===== src/rtl/mpu_cfg_pkg.sv =====
package mpu_cfg_pkg;
  typedef enum logic [2:0] {
    K_NONE, K_TYPE, K_CTRL, K_PTR, K_BASE, K_ATTR
  } reg_kind_e;

  localparam logic [7:0] OFF_TYPE  = 8'h00;
  localparam logic [7:0] OFF_CTRL  = 8'h04;
  localparam logic [7:0] OFF_PTR   = 8'h08;
  localparam logic [7:0] OFF_BASE  = 8'h0C;
  localparam int unsigned ALIAS_STEP = 8;

  localparam int unsigned IDX_W  = 4;
  localparam int unsigned BASE_W = 27;
  localparam int unsigned CTRL_W = 3;

  localparam logic [15:0] SIZE_MASK = 16'hFF3F;
  localparam logic [15:0] ACC_MASK  = 16'h173F;

  localparam int unsigned CB_EN     = 0;
  localparam int unsigned CB_BYPASS = 1;
  localparam int unsigned CB_DEFMAP = 2;
  localparam int unsigned SEL_BIT   = 4;
endpackage


===== src/rtl/mpu_addr_decode.sv =====
module mpu_addr_decode
  import mpu_cfg_pkg::*;
#(
  parameter int unsigned NUM_ALIAS = 3
) (
  input  logic [7:0] addr,
  output reg_kind_e  kind
);
  always_comb begin
    kind = K_NONE;
    if (addr == OFF_TYPE) kind = K_TYPE;
    if (addr == OFF_CTRL) kind = K_CTRL;
    if (addr == OFF_PTR)  kind = K_PTR;
    for (int a = 0; a <= int'(NUM_ALIAS); a++) begin
      if (addr == 8'(int'(OFF_BASE) + a * int'(ALIAS_STEP)))     kind = K_BASE;
      if (addr == 8'(int'(OFF_BASE) + a * int'(ALIAS_STEP) + 4)) kind = K_ATTR;
    end
  end
endmodule


===== src/rtl/mpu_region_store.sv =====
module mpu_region_store
  import mpu_cfg_pkg::*;
#(
  parameter int unsigned NUM_REGIONS = 8
) (
  input  logic              clk,
  input  logic              rst_n,
  input  logic [IDX_W-1:0]  wr_idx,
  input  logic              base_we,
  input  logic              attr_we,
  input  logic [31:0]       wdata,
  input  logic [IDX_W-1:0]  rd_idx,
  output logic [BASE_W-1:0] rd_base,
  output logic [15:0]       rd_size,
  output logic [15:0]       rd_acc
);
  logic [BASE_W-1:0] base_q [NUM_REGIONS];
  logic [15:0]       size_q [NUM_REGIONS];
  logic [15:0]       acc_q  [NUM_REGIONS];

  for (genvar r = 0; r < int'(NUM_REGIONS); r++) begin : g_region
    logic hit;
    logic base_en, attr_en;
    logic [BASE_W-1:0] base_d;
    logic [15:0] size_d, acc_d;

    always_comb begin
      hit     = (wr_idx == IDX_W'(r));
      base_en = hit && base_we;
      attr_en = hit && attr_we;
      base_d  = wdata[31:32-BASE_W];
      size_d  = wdata[15:0]  & SIZE_MASK;
      acc_d   = wdata[31:16] & ACC_MASK;
    end

    always_ff @(posedge clk or negedge rst_n) begin
      if (!rst_n) begin
        base_q[r] <= '0;
        size_q[r] <= '0;
        acc_q[r]  <= '0;
      end else begin
        if (base_en) base_q[r] <= base_d;
        if (attr_en) begin
          size_q[r] <= size_d;
          acc_q[r]  <= acc_d;
        end
      end
    end
  end

  always_comb begin
    rd_base = '0;
    rd_size = '0;
    rd_acc  = '0;
    for (int r = 0; r < int'(NUM_REGIONS); r++) begin
      if (rd_idx == IDX_W'(r)) begin
        rd_base = base_q[r];
        rd_size = size_q[r];
        rd_acc  = acc_q[r];
      end
    end
  end
endmodule


===== src/rtl/mpu_read_mux.sv =====
module mpu_read_mux
  import mpu_cfg_pkg::*;
#(
  parameter int unsigned NUM_REGIONS = 8
) (
  input  reg_kind_e         kind,
  input  logic [CTRL_W-1:0] ctrl,
  input  logic [IDX_W-1:0]  ptr,
  input  logic              ptr_ok,
  input  logic [BASE_W-1:0] base,
  input  logic [15:0]       size,
  input  logic [15:0]       acc,
  output logic [31:0]       rdata
);
  localparam logic [31:0] TYPE_WORD = 32'(NUM_REGIONS) << 8;

  always_comb begin
    rdata = '0;
    unique case (kind)
      K_TYPE:  rdata = TYPE_WORD;
      K_CTRL:  rdata = 32'(ctrl);
      K_PTR:   rdata = 32'(ptr);
      K_BASE:  if (ptr_ok) rdata = {base, 1'b0, ptr};
      K_ATTR:  if (ptr_ok) rdata = {acc, size};
      default: rdata = '0;
    endcase
  end
endmodule


===== src/rtl/mpu_regbank.sv =====
module mpu_regbank
  import mpu_cfg_pkg::*;
#(
  parameter int unsigned NUM_REGIONS = 8,
  parameter int unsigned NUM_ALIAS   = 3
) (
  input  logic        clk,
  input  logic        rst_n,
  input  logic [7:0]  bus_addr,
  input  logic        bus_wr,
  input  logic [31:0] bus_wdata,
  output logic [31:0] bus_rdata,
  output logic        prot_enable,
  output logic        prot_fault_bypass,
  output logic        prot_default_map,
  output logic        cfg_invalidate,
  output logic        cfg_warn
);
  localparam logic [IDX_W:0] COUNT = (IDX_W+1)'(NUM_REGIONS);

  logic [1:0] rst_pipe;
  logic       rst_int_n;

  always_ff @(posedge clk or negedge rst_n) begin
    if (!rst_n) rst_pipe <= '0;
    else        rst_pipe <= {rst_pipe[0], 1'b1};
  end
  assign rst_int_n = rst_pipe[1];

  reg_kind_e kind;
  mpu_addr_decode #(.NUM_ALIAS(NUM_ALIAS)) u_dec (
    .addr (bus_addr),
    .kind (kind)
  );

  logic [CTRL_W-1:0] ctrl_q, ctrl_d;
  logic [IDX_W-1:0]  ptr_q, ptr_d, tgt_idx;
  logic              ctrl_en, ptr_en;
  logic              ptr_ok, sel_flag, tgt_ok;
  logic              base_we, attr_we;
  logic              inval_d, warn_d, inval_q, warn_q;

  always_comb begin
    ptr_ok   = ({1'b0, ptr_q} < COUNT);
    sel_flag = bus_wdata[SEL_BIT];
    tgt_idx  = sel_flag ? bus_wdata[IDX_W-1:0] : ptr_q;
    tgt_ok   = sel_flag ? ({1'b0, bus_wdata[IDX_W-1:0]} < COUNT) : ptr_ok;

    base_we  = bus_wr && (kind == K_BASE) && tgt_ok;
    attr_we  = bus_wr && (kind == K_ATTR) && ptr_ok;
    ctrl_en  = bus_wr && (kind == K_CTRL);
    ctrl_d   = bus_wdata[CTRL_W-1:0];

    ptr_en   = 1'b0;
    ptr_d    = ptr_q;
    if (bus_wr && (kind == K_PTR) && (bus_wdata < 32'(NUM_REGIONS))) begin
      ptr_en = 1'b1;
      ptr_d  = bus_wdata[IDX_W-1:0];
    end
    if (base_we && sel_flag) begin
      ptr_en = 1'b1;
      ptr_d  = bus_wdata[IDX_W-1:0];
    end

    inval_d = ctrl_en || base_we || attr_we;
    warn_d  = ctrl_en && bus_wdata[CB_BYPASS] && !bus_wdata[CB_EN];
  end

  always_ff @(posedge clk or negedge rst_int_n) begin
    if (!rst_int_n) begin
      ctrl_q  <= '0;
      ptr_q   <= '0;
      inval_q <= 1'b0;
      warn_q  <= 1'b0;
    end else begin
      if (ctrl_en) ctrl_q <= ctrl_d;
      if (ptr_en)  ptr_q  <= ptr_d;
      inval_q <= inval_d;
      warn_q  <= warn_d;
    end
  end

  logic [BASE_W-1:0] rd_base;
  logic [15:0]       rd_size, rd_acc;

  mpu_region_store #(.NUM_REGIONS(NUM_REGIONS)) u_store (
    .clk     (clk),
    .rst_n   (rst_int_n),
    .wr_idx  (sel_flag && (kind == K_BASE) ? tgt_idx : ptr_q),
    .base_we (base_we),
    .attr_we (attr_we),
    .wdata   (bus_wdata),
    .rd_idx  (ptr_q),
    .rd_base (rd_base),
    .rd_size (rd_size),
    .rd_acc  (rd_acc)
  );

  mpu_read_mux #(.NUM_REGIONS(NUM_REGIONS)) u_rmux (
    .kind   (kind),
    .ctrl   (ctrl_q),
    .ptr    (ptr_q),
    .ptr_ok (ptr_ok),
    .base   (rd_base),
    .size   (rd_size),
    .acc    (rd_acc),
    .rdata  (bus_rdata)
  );

  assign prot_enable       = ctrl_q[CB_EN];
  assign prot_fault_bypass = ctrl_q[CB_BYPASS];
  assign prot_default_map  = ctrl_q[CB_DEFMAP];
  assign cfg_invalidate    = inval_q;
  assign cfg_warn          = warn_q;
endmodule


===== config.mk =====
export PLATFORM = sky130hd
export DESIGN_NAME = mpu_regbank
export DESIGN_NICKNAME = d
export VERILOG_FILES = /design/src/rtl/mpu_cfg_pkg.sv /design/src/rtl/mpu_addr_decode.sv /design/src/rtl/mpu_region_store.sv /design/src/rtl/mpu_read_mux.sv /design/src/rtl/mpu_regbank.sv
export SDC_FILE = /design/constraint.sdc
export NUM_CORES = 1
export LEC_CHECK = 0
export BUFFER_PORTS_ARGS = -buffer_cell sky130_fd_sc_hd__buf_2
export CORE_MARGIN = 5
export CORE_UTILIZATION = 30
export DETAILED_ROUTE_END_ITERATION = 10
export GPL_TIMING_DRIVEN = 0
export PLACE_DENSITY_LB_ADDON = 0.2
export SLEW_MARGIN = 10
export SYNTH_ARGS = -nofsm -noshare
export SYNTH_HDL_FRONTEND = slang
export SYNTH_HIERARCHICAL = 1
export SYNTH_SLANG_ARGS = --single-unit

===== constraint.sdc =====
create_clock -name clk -period 21.3 [get_ports clk]
set_input_delay 2.13 -clock clk [delete_from_list [all_inputs] [get_ports clk]]
set_output_delay 2.13 -clock clk [all_outputs]
set_load 0.01 [all_outputs]

==> results of run 1 <==
==> flip-flops by register name, indices dropped and copies added, names as in the netlist <==
register	count
ptr_q	4
u_store/acc_q	80
ctrl_q	3
rst_pipe	2
u_store/base_q	216
cfg_warn	1
cfg_invalidate	1
u_store/size_q	112
==> metal layers <==
| metal | global-route usage (%) | routed length, microns |
|---|---|---|
| met5 | 0 | 31 |
| met4 | 8.50 | 3480 |
| met1 | 29.4 | 35300 |
| met3 | 4.22 | 5950 |
| met2 | 34.2 | 37000 |
==> how the worst max path moves through the flow <==
stage               slack [ns]   startpoint                  to  cells past startpoint
floorplan                 8.76  rst_pipe[1]      cfg_invalidate                      0
global placement          3.50  rst_pipe[1]  u_store/size_q[14]                      0
detailed placement       14.26  bus_addr[1]       bus_rdata[13]                      8
CTS                      14.26  bus_addr[1]       bus_rdata[13]                      8
global route             14.06  bus_addr[1]       bus_rdata[13]                      8
finish                   14.27  bus_addr[1]       bus_rdata[13]                      8
==> layout make-up <==
class / instances / area (sq um)
clock buffer: 76 / 1460
antenna: 2 / 5.00
tap: 882 / 1100
clock inverter: 7 / 87.6
sequential: 419 / 10500
buffer: 138 / 733
multi-input combinational: 1067 / 9480
fill: 6781 / 44500
timing repair buffer: 87 / 588
inverter: 4 / 15.0
==> where the power goes <==
part | switching (W) | internal, W | total [W]
Combinational | 0.0000762 | 0.0000244 | 0.000101
Sequential | 0.00000362 | 0.000799 | 0.000802
Clock | 0.000336 | 0.000489 | 0.000824
Total | 0.000415 | 0.00131 | 0.00173
==> critical path: stages <==
cell and delay [ns]:
buf_2 0.10, or4_4 0.55, nor4_2 0.79, or3_1 0.24
nand3_2 0.34, clkbuf_8 0.35, nor2_2 0.22, buf_2 0.17
==> cell families after synthesis <==
logic type      after synthesis  share of synthesized area, %
mux                         553                          30.1
simple gates                225                          5.96
compound gates              278                          9.47
flops                       419                          50.7
other cells                   2                        0.0363
buf+inv                     142                          3.62
xor+xnor                      2                        0.0847
==> per-stage QoR <==
| step | hold slack [ns] | worst slack (ns) |
|---|---|---|
| after floorplan | 0.331 | 8.76 |
| after global placement | 0.337 | 3.50 |
| after detailed placement | 0.340 | 14.26 |
| after CTS | 0.353 | 14.26 |
| after global routing | 0.356 | 14.06 |
| final | 0.349 | 14.27 |
==> placed cells by master, fill, tap and decap left out, types with 6 or more instances in the layout <==
cell | netlist | layout
mux4_2 | 9 | 9
o21ai_0 | 58 | 58
a22o_1 | 8 | 8
nor2b_1 | 18 | 18
a21oi_1 | 74 | 74
mux2_2 | 458 | 458
mux2i_1 | 83 | 83
clkbuf_1 | 48 | 62
clkbuf_16 | 0 | 49
conb_1 | 2 | 9
a22oi_2 | 20 | 20
o2bb2ai_1 | 11 | 11
nand2_1 | 65 | 65
nand2b_1 | 8 | 8
o32a_1 | 16 | 16
and2_1 | 12 | 12
nand3_1 | 9 | 9
buf_16 | 0 | 6
nor2_2 | 24 | 24
buf_6 | 6 | 6
nor2_1 | 37 | 37
a211oi_1 | 23 | 22
o22ai_1 | 13 | 13
a22oi_1 | 14 | 14
buf_2 | 60 | 139
a32oi_1 | 11 | 11
clkbuf_8 | 2 | 15
dfrtp_1 | 419 | 418
buf_4 | 20 | 21
==> summary.md, run 1 <==
| Metric | Value |
|---|---|
| PwrDens | 72.1 nW/um^2 |
| Setup TNS | 0 ns |
| Least-Margin Pin Slew | 1.32 ns |
| Die extent in x | 273 microns |
| Initial antenna violation count | 5 |
| R2r worst-path depth | 7 |
| Placeable Area | 68500 sq um |
| Final setup violating endpoints | 0 |
| # hold bufs at CTS | 0 |
| WL per Instance | 30.5 microns |
| Reg2reg setup slack | 17.73 ns |
| Reg-to-reg endpoint | u_store/base_q[15] |
| EDFF count, synth | 0 |
| TritonCTS clock tree | built |
| Crit share post-route | 33.0% |
| Fmax | 142 MHz |
| CTS H-tree lvls | 2 |
| Drt drc | 0 |
| Pre-antenna DRT Iters | 5 |
| Utilization after layout | 35.0% |
| DR iter-0 viols | 1186 |
| Top-count cell post-synth | mux2_2 |
| Vias | 14900 |
| Dpl cell area | 22400 sq um |
| Fin crit period | 7.03 ns |
| Slew Viols, Final | 0 |
| Post-Syn Instances | 1621 |
| Cell variety after synth | 68 |
| Max VDD drop | 0.0508 mV |
| Ys async rst share | 100% |
| Maxcap violations | 0 |
| Final Cell Area | 24000 sq um |
| Leading area contributor after synthesis | dfrtp_1 |
| Hold Violations, Final | 0 |
| Io pins | 80 |
| Share of the synthesized area in the top cell type | 50.7% |
| Num CTS Buffers | 48 |
| CP Data Arrival Time | 4.90 ns |
| Vias in the first global route | 15600 |
| Clk_lat worst skew | 0.59 ns |
| Die area | 74300 sq um |
| Clock Pin Slew Worst Setup and Hold Paths | 0.05 ns |
| Starting Density | 30.2% |
| Clk buf depth | 3 |
| Grt ovf | 0 |
| Kind of critical path | in -> out |
| DP Wirelength | 54100 microns |
| Port buffer count | 79 |
| R2R Path Start | ptr_q[3] |
| Critical Path RT | 19.17 ns |
| Post-Syn Area per Cell | 12.8 sq um |
| Post-Layout Cell Count | 2682 |
| Design Power | 0.00173 W |
| Synth area leaders | dfrtp_1, mux2_2, mux2i_1, a21oi_1, buf_2 |
| Largest net degree at the start of global routing | 62 |
| Synthesis Warnings | 6 |
| First-pass GRT wire length | 116000 microns |
| Relative slew margins | 12.2% |
| Clock Sink Count | 419 |
| Num rows | 96 |
| Post-route ant nets | 0 |
| Die Y | 273 microns |
| Hold Crit Class | reg -> async |
| Critical Path Fanout Max | 10 |
| Sequential fraction of the synthesis area | 50.7% |
| CP Capture Type | output port |
| Root Driver | clkbuf_16 |
| Total setup buffers inserted after CTS | 0 |
| Startpoint Class | primary input |
| RSZ-0062 raised after global routing | false |
| Placed insts | 2597 |
| DR vias/cell | 5.56 |
| Skew final | 0.0228 ns |
| RD Place Congestion | 0.876 |
| Leakage | 11.7 nW |
| Cell Area, Synth | 20700 sq um |
| GRT Overall Usage | 21.6% |
| CTS resizes | 0 |
| Routed Wire Length | 81700 microns |
| Main flop type after synthesis | dfrtp_1 |
| NumNets Final | 1808 |
| Layout cells sized above 1 | 43.3% |
| Synthesized flop and latch total | 419 |
| Synth top cells by count | mux2_2, dfrtp_1, mux2i_1 |
| P&R area growth vs syn | 15.9% |
| Outcome | finished clean |
(Power assumes the default switching activity.)
==> inputs of run 2 (changes only) <==
- clock period: 21.3 -> 5.9 ns (I/O delays scaled with it)
==> run 2 against run 1 <==
Routed wire length is 0.82% lower. Non-clock buffer count is 1 higher. Combinational power grew to 3.6 times the previous value. Sequential power grew to 3.6 times the previous value. Final cell count is 0.11% lower. Via count is 0.93% lower. First-iteration DRC count is 10% higher. Sequential share of layout area is 0.076 points higher. Utilization is 0.060 points lower.
==> summary.md, run 2 (synthesized netlist as in run 1, its figures left out) <==
| Metric | Value |
|---|---|
| Outcome | finished clean |
| Layout cells sized above 1 | 43.2% (-0.15 points) |
| Routed Wire Length | 81000 microns (-0.82%) |
| NumNets Final | 1809 (+0.055%) |
| CP Data Arrival Time | 4.54 ns (-0.36 ns) |
| Crit path cell chain | buf_2, inv_1, nor2_2, clkbuf_1, o21ai_0, a32oi_1, a22oi_2, nor2_2, buf_2 |
| Leakage | 11.7 nW (-0.21%) |
| Startpoint Class | register |
| Maxcap violations | 0 (unchanged) |
| Setup TNS | 0 ns (unchanged) |
| CP Capture Type | output port |
| Fin crit period | 5.13 ns |
| Die area | 74300 sq um (unchanged) |
| TritonCTS clock tree | built |
| Design Power | 0.00614 W (+260%) |
| # hold bufs at CTS | 1 (+1) |
| Switching part of the total power | 24.2% (+0.14 points) |
| Switching power | 0.00148 W (+260%) |
| Fmax | 195 MHz |
| Reg2reg setup slack | 2.23 ns (-15.50 ns) |
| Largest net degree at the start of global routing | 64 (+3.2%) |
| Dpl cell area | 22400 sq um (about the same) |
| Most flop-heavy register | u_store/base_q |
| Final setup violating endpoints | 0 (unchanged) |
| CP peak stage delay | 0.91 ns (+0.12 ns) |
| Port buffer count | 79 (unchanged) |
| Final Cell Area | 23900 sq um (-0.17%) |
| CP bufs+invs | 4 (+1) |
| DR iter-0 viols | 1305 (+10%) |
| Max FFs per register | 216 (unchanged) |
| Clock Pin Slew Worst Setup and Hold Paths | 0.06 ns (about the same) |
| Io pins | 80 (unchanged) |
| RD Place Congestion | 0.855 (-2.5%) |
| Least-Margin Pin Slew | 1.34 ns (+0.0227 ns) |
| Cell-internal power | 0.00465 W (+250%) |
| Post-route ant nets | 0 (unchanged) |
| Crit share post-route | 86.9% |
| Critical Path Fanout Max | 10 (unchanged) |
| Skew final | 0.0211 ns (-0.00173 ns) |
| WL per Instance | 30.2 microns (-0.71%) |
| GRT Overall Usage | 21.5% (-0.13 points) |
| Num CTS Buffers | 48 (unchanged) |
| Most frequent cells in the layout | mux2_2, dfrtp_1, buf_2 |
| CTS resizes | 0 (unchanged) |
| Num rows | 96 (unchanged) |
| Drt drc | 0 (unchanged) |
| Clock power share | 46.8% (-0.9 points) |
| DP Wirelength | 54400 microns (+0.49%) |
| PwrDens | 256 nW/um^2 (+260%) |
| Root Driver | clkbuf_16 |
| DR vias/cell | 5.51 (-0.81%) |
| Slew Viols, Final | 0 (unchanged) |
| Kind of critical path | reg -> out |
| Starting Density | 30.2% (unchanged) |
| Initial antenna violation count | 4 (-1) |
| Vias in the first global route | 15200 (-2.7%) |
| Total setup buffers inserted after CTS | 0 (unchanged) |
| Commonest non-fill, non-tap cell in the layout | mux2_2 |
| First-pass GRT wire length | 115000 microns (-1.1%) |
| Clock Sink Count | 419 (unchanged) |
| Placed insts | 2597 (unchanged) |
| Comb power frac | 6.0% (+0.2 points) |
| Hold Violations, Final | 0 (unchanged) |
| P&R area growth vs syn | 15.7% |
| Critical Path RT | 5.31 ns (-13.86 ns) |
| Worst path slowest cell | clkbuf_1 |
| Grt ovf | 0 (unchanged) |
| RSZ-0062 raised after global routing | false |
| CTS H-tree lvls | 2 (unchanged) |
| Register share of total power | 47.2% (+0.8 points) |
| Max VDD drop | 0.177 mV (+250%) |
| Post-Layout Cell Count | 2679 (-0.11%) |
| CP delay by family, top | buffers and inverters |
| Die extent in x | 273 microns (unchanged) |
| Die Y | 273 microns (unchanged) |
| Clk_lat worst skew | 0.58 ns (about the same) |
| Pre-antenna DRT Iters | 5 (unchanged) |
| Placeable Area | 68500 sq um (unchanged) |
| Relative slew margins | 10.7% (-1.5 points) |
| Clk buf depth | 3 (unchanged) |
| Vias | 14800 (-0.93%) |
| Hold Crit Class | reg -> async |
| Largest registers | u_store/base_q: 216 flops, u_store/size_q: 112 flops, u_store/acc_q: 80 flops |
## run 2: per-layer routing
metal / share of wire (%) / track usage (%) / up-vias
met5: 0.033 / 0 / -
met4: 3.1 / 6.50 / 4
met1: 43 / 29.8 / 7775
met3: 7.9 / 4.67 / 136
li1: - / - / 6245
met2: 46 / 33.9 / 613
## run 2: final timing paths
check / startpoint / to / depth (start not counted)
worst min register to register: rst_pipe[1] / u_store/base_q[2] / 0
min in group clk: rst_pipe[0] / rst_pipe[1] / 0
worst min-delay path: rst_pipe[1] / u_store/base_q[2] / 0
max in group asynchronous: rst_pipe[1] / u_store/base_q[43] / 3
worst max-delay path: ptr_q[2] / bus_rdata[16] / 9
worst max register to register: ptr_q[3] / u_store/base_q[119] / 8
## run 2: worst register-to-register path: stages (launching register included)
cell and delay [ns]:
dfrtp_1 0.47, inv_1 0.24, nor2_1 0.08, a2111oi_1 0.96, nor3b_2 0.53, and3_1 0.22, buf_4 0.26, buf_4 0.39
mux2_2 0.39
## run 2: power by group through the flow
stage | Clock [W] | Combinational [W] | Sequential, W
floorplan | 0 | 0.000127 | 0.00298
global placement | 0 | 0.000288 | 0.00300
detailed placement | 0 | 0.000364 | 0.00295
CTS | 0.00294 | 0.000366 | 0.00290
global route | 0.00304 | 0.000389 | 0.00290
finish | 0.00287 | 0.000368 | 0.00290
## run 2: through the flow
step / util (%) / setup WS, ns / hold slack [ns]
after floorplan: - / 1.79 / 0.294
final: 34.9 / 0.775 / 0.316
after global placement: 32.4 / 0.0735 / 0.337
after global routing: 34.9 / 0.800 / 0.338
after CTS: 34.9 / 0.798 / 0.294
after detailed placement: 32.8 / 1.18 / 0.336
## run 2: cell type report
cell class	count	area [sq um]
fill	6749	44500
sequential	419	10500
multi-input combinational	1067	9480
clock buffer	73	1420
tap	882	1100
buffer	138	733
timing repair buffer	88	618
clock inverter	6	57.6
inverter	4	15.0
antenna	2	5.00
==> inputs of run 3 (changes only) <==
- SETUP_SLACK_MARGIN: unset -> 0.05
- SYNTH_HIERARCHICAL: 1 -> unset
==> run 3 against run 2 <==
Die area shrank 6.8%. Critical path type unchanged. Clock-buffer cell count grew 1. Sequential share of layout area grew 3.0 points. Non-clock buffer count shrank 3. Flip-flop and latch count is the same. Worst hold slack lost 0.032 ns. Register-to-register slack gained 0.13 ns. Sequential power grew 2%. Worst setup slack lost 0.44 ns.
==> summary.md, run 3 <==
| Metric | Value |
|---|---|
| Cell variety after synth | 61 (-10%) |
| Compound-Gate Fraction of Synth Area | 15.7% (+6.3 points) |
| Io pins | 80 (unchanged) |
| P&R area growth vs syn | 16.5% |
| Placeable Area | 63300 sq um (-7.5%) |
| Crit path from | ptr_q[0] |
| R2R Path Start | ptr_q[1] |
| Largest net degree at the start of global routing | 64 (unchanged) |
| Clock Sink Count | 419 (unchanged) |
| Clock Pin Slew Worst Setup and Hold Paths | 0.06 ns (about the same) |
| Crit path top cell by count | buf_2 |
| Outcome | finished clean |
| Synthesized flop and latch total | 419 (unchanged) |
| Largest registers | u_store.base_q: 216 flops, u_store.size_q: 112 flops, u_store.acc_q: 80 flops |
| Vias | 14900 (+0.66%) |
| Max FFs per register | 216 (unchanged) |
| CP Capture Type | output port |
| Least-Margin Pin Slew | 1.33 ns (-0.00518 ns) |
| Post-synthesis mux area share | 20.6% (-9.5 points) |
| Post-route ant nets | 0 (unchanged) |
| Hold Crit Class | reg -> async |
| Post-Syn Instances | 1516 (-6.5%) |
| CP bufs+invs | 6 (+2) |
| DR vias/cell | 5.88 (+6.6%) |
| Num rows | 92 (-4.2%) |
| Main flop type after synthesis | dfrtp_1 |
| RD Place Congestion | 0.914 (+7.0%) |
| Post-Synth Adder-Cell Area | 0% (unchanged) |
| Commonest non-fill, non-tap cell in the layout | dfrtp_1 |
| Num CTS Buffers | 48 (unchanged) |
| Maxcap violations | 0 (unchanged) |
| Largest family of logic cells by synthesized area | multiplexers |
| Synth area leaders | dfrtp_1, mux2_2, a22o_1, mux4_2, a32o_1 |
| Post-Layout Cell Count | 2530 (-5.6%) |
| Layout cells sized above 1 | 28.2% (-15 points) |
| Routed Wire Length | 78900 microns (-2.6%) |
| PwrDens | 289 nW/um^2 (+13%) |
| Utilization after layout | 35.4% (+0.42 points) |
| Critical Path Fanout Max | 10 (unchanged) |
| Placed insts | 2446 (-5.8%) |
| CP delay by family, top | buffers and inverters |
| TritonCTS clock tree | built |
| Drt drc | 0 (unchanged) |
| Die area | 69200 sq um (-6.8%) |
| Top-count cell post-synth | dfrtp_1 |
| Relative slew margins | 11.1% (+0.35 points) |
| Slew Viols, Final | 0 (unchanged) |
| Port buffer count | 76 (-3.8%) |
| Die Y | 263 microns (-3.5%) |
| Cell Area, Synth | 19200 sq um (-7.1%) |
| Vias in the first global route | 15100 (-0.84%) |
| XOR/XNOR Fraction of Synth Area | 0.0456% (-0.039 points) |
| Pre-antenna DRT Iters | 7 (+2) |
| Simple logic cell fraction of the synthesized area | 5.61% (-0.35 points) |
| Clk buf depth | 3 (unchanged) |
| DP Wirelength | 53500 microns (-1.5%) |
| DR iter-0 viols | 1761 (+35%) |
| Post-Syn Nets | 1559 |
| Grt ovf | 0 (unchanged) |
| Worst setup margin | 0.334 ns (-0.441 ns) |
| Most flop-heavy register | u_store.base_q |
| NumNets Final | 1694 (-6.4%) |
| Post-Syn Area per Cell | 12.7 sq um (-0.63%) |
| Crit path cell chain | buf_2, buf_2, buf_2, buf_2, clkbuf_1, o221ai_1, a22oi_1, o22ai_1, buf_2 |
| Worst path slowest cell | clkbuf_1 |
| Critical Path RT | 5.31 ns (about the same) |
| Starting Density | 30.3% (+0.15 points) |
| Max VDD drop | 0.187 mV (+5.9%) |
| Leakage | 10.5 nW (-9.8%) |
| Clk_lat worst skew | 0.59 ns (about the same) |
| Share of the synthesized area in the top cell type | 54.6% (+3.9 points) |
| Startpoint Class | register |
| Synthesis Warnings | 0 (-6) |
| Initial antenna violation count | 3 (-1) |
| Fmax | 180 MHz (-7.9%) |
| Hold Violations, Final | 0 (unchanged) |
| Skew final | 0.0113 ns (-0.00980 ns) |
| Setup TNS | 0 ns (unchanged) |
| First-pass GRT wire length | 113000 microns (-1.4%) |
| RSZ-0062 raised after global routing | false |
| Fin crit period | 5.57 ns (+0.441 ns) |
| Total setup buffers inserted after CTS | 0 (unchanged) |
| Leading area contributor after synthesis | dfrtp_1 |
| GRT Overall Usage | 22.2% (+0.70 points) |
| CP peak stage delay | 0.76 ns (-0.15 ns) |
| EDFF count, synth | 0 (unchanged) |
| CP Data Arrival Time | 4.98 ns (+0.44 ns) |
| Sequential fraction of the synthesis area | 54.6% (+3.9 points) |
| Root Driver | clkbuf_16 |
| Die extent in x | 263 microns (-3.5%) |
| WL per Instance | 31.2 microns (+3.1%) |
| CTS H-tree lvls | 2 (unchanged) |
| Most frequent cells in the layout | dfrtp_1, mux2_2, buf_2 |
| Final setup violating endpoints | 0 (unchanged) |
| Kind of critical path | reg -> out |
| Ys async rst share | 100% (unchanged) |
| Synth top cells by count | dfrtp_1, mux2_2, a22o_1 |
| Crit share post-route | 94.3% (+7.5 points) |
| Place WS | 1.07 ns (-0.109 ns) |
==> run 3: cell type report <==
| class | count | area (sq um) |
|---|---|---|
| Antenna cell | 2 | 5.00 |
| Multi-Input combinational cell | 947 | 8080 |
| Sequential cell | 419 | 10500 |
| Inverter | 12 | 45.0 |
| Fill cell | 6296 | 40900 |
| Clock inverter | 7 | 66.3 |
| Clock buffer | 74 | 1440 |
| Timing Repair Buffer | 85 | 596 |
| Buffer | 138 | 604 |
| Tap cell | 846 | 1060 |
==> run 3: timing repair <==
action,4_1_cts,5_1_grt
endpoints found under the hold margin,2,0
hold buffers,1,0
gates resized for setup,0,0
==> run 3: logic make-up after synthesis <==
family,Yosys count
and+or+nand+nor,224
AOI/OAI and AO/OA,393
xor gates and xnor gates,1
buffers and inverters,150
DFF,419
muxes,328
other,1
==> run 3: metrics by stage <==
step	hold slack [ns]	total power, W	area, sq um
floorplan	0.294	0.00331	19200
global placement	0.336	0.00356	20700
detailed placement	0.301	0.00358	20900
CTS	0.299	0.00650	22400
global route	0.326	0.00666	22400
finish	0.284	0.00648	22400
==> run 3: final timing paths <==
check,cells after the start,end,slack (ns)
max,9,bus_rdata[19],0.33
min,0,u_store.base_q[191],0.28
max reg2reg,6,ptr_q[1],2.36
min reg2reg,0,u_store.base_q[191],0.28
max in group asynchronous,3,u_store.acc_q[56],4.40
min in group clk,3,cfg_invalidate,0.34
==> run 3: where the power goes <==
| part | switching, W | leakage, nW | internal, W |
|---|---|---|---|
| clock network | 0.00123 | 0.740 | 0.00171 |
| logic | 0.000395 | 4.01 | 0.000172 |
| registers | 0.0000379 | 5.79 | 0.00293 |
| total | 0.00166 | 10.5 | 0.00481 |
==> run 3: worst reg2reg max path, cell delays in order, from the launching register on <==
cell	delay, ns
dfrtp_1	0.40
buf_2	0.24
clkbuf_1	0.61
buf_1	0.96
buf_2	0.56
buf_2	0.46
mux2_2	0.24
==> run 3: per-layer routing <==
| layer | track usage, % | share of wire [%] | wire length, microns | vias to the layer above |
|---|---|---|---|---|
| li1 | - | - | - | 6053 |
| met1 | 30.6 | 42 | 33500 | 7917 |
| met2 | 34.0 | 45 | 35100 | 728 |
| met3 | 5.40 | 8.8 | 6970 | 170 |
| met4 | 8.36 | 4.2 | 3350 | 2 |
| met5 | 0 | 0.016 | 13 | - |
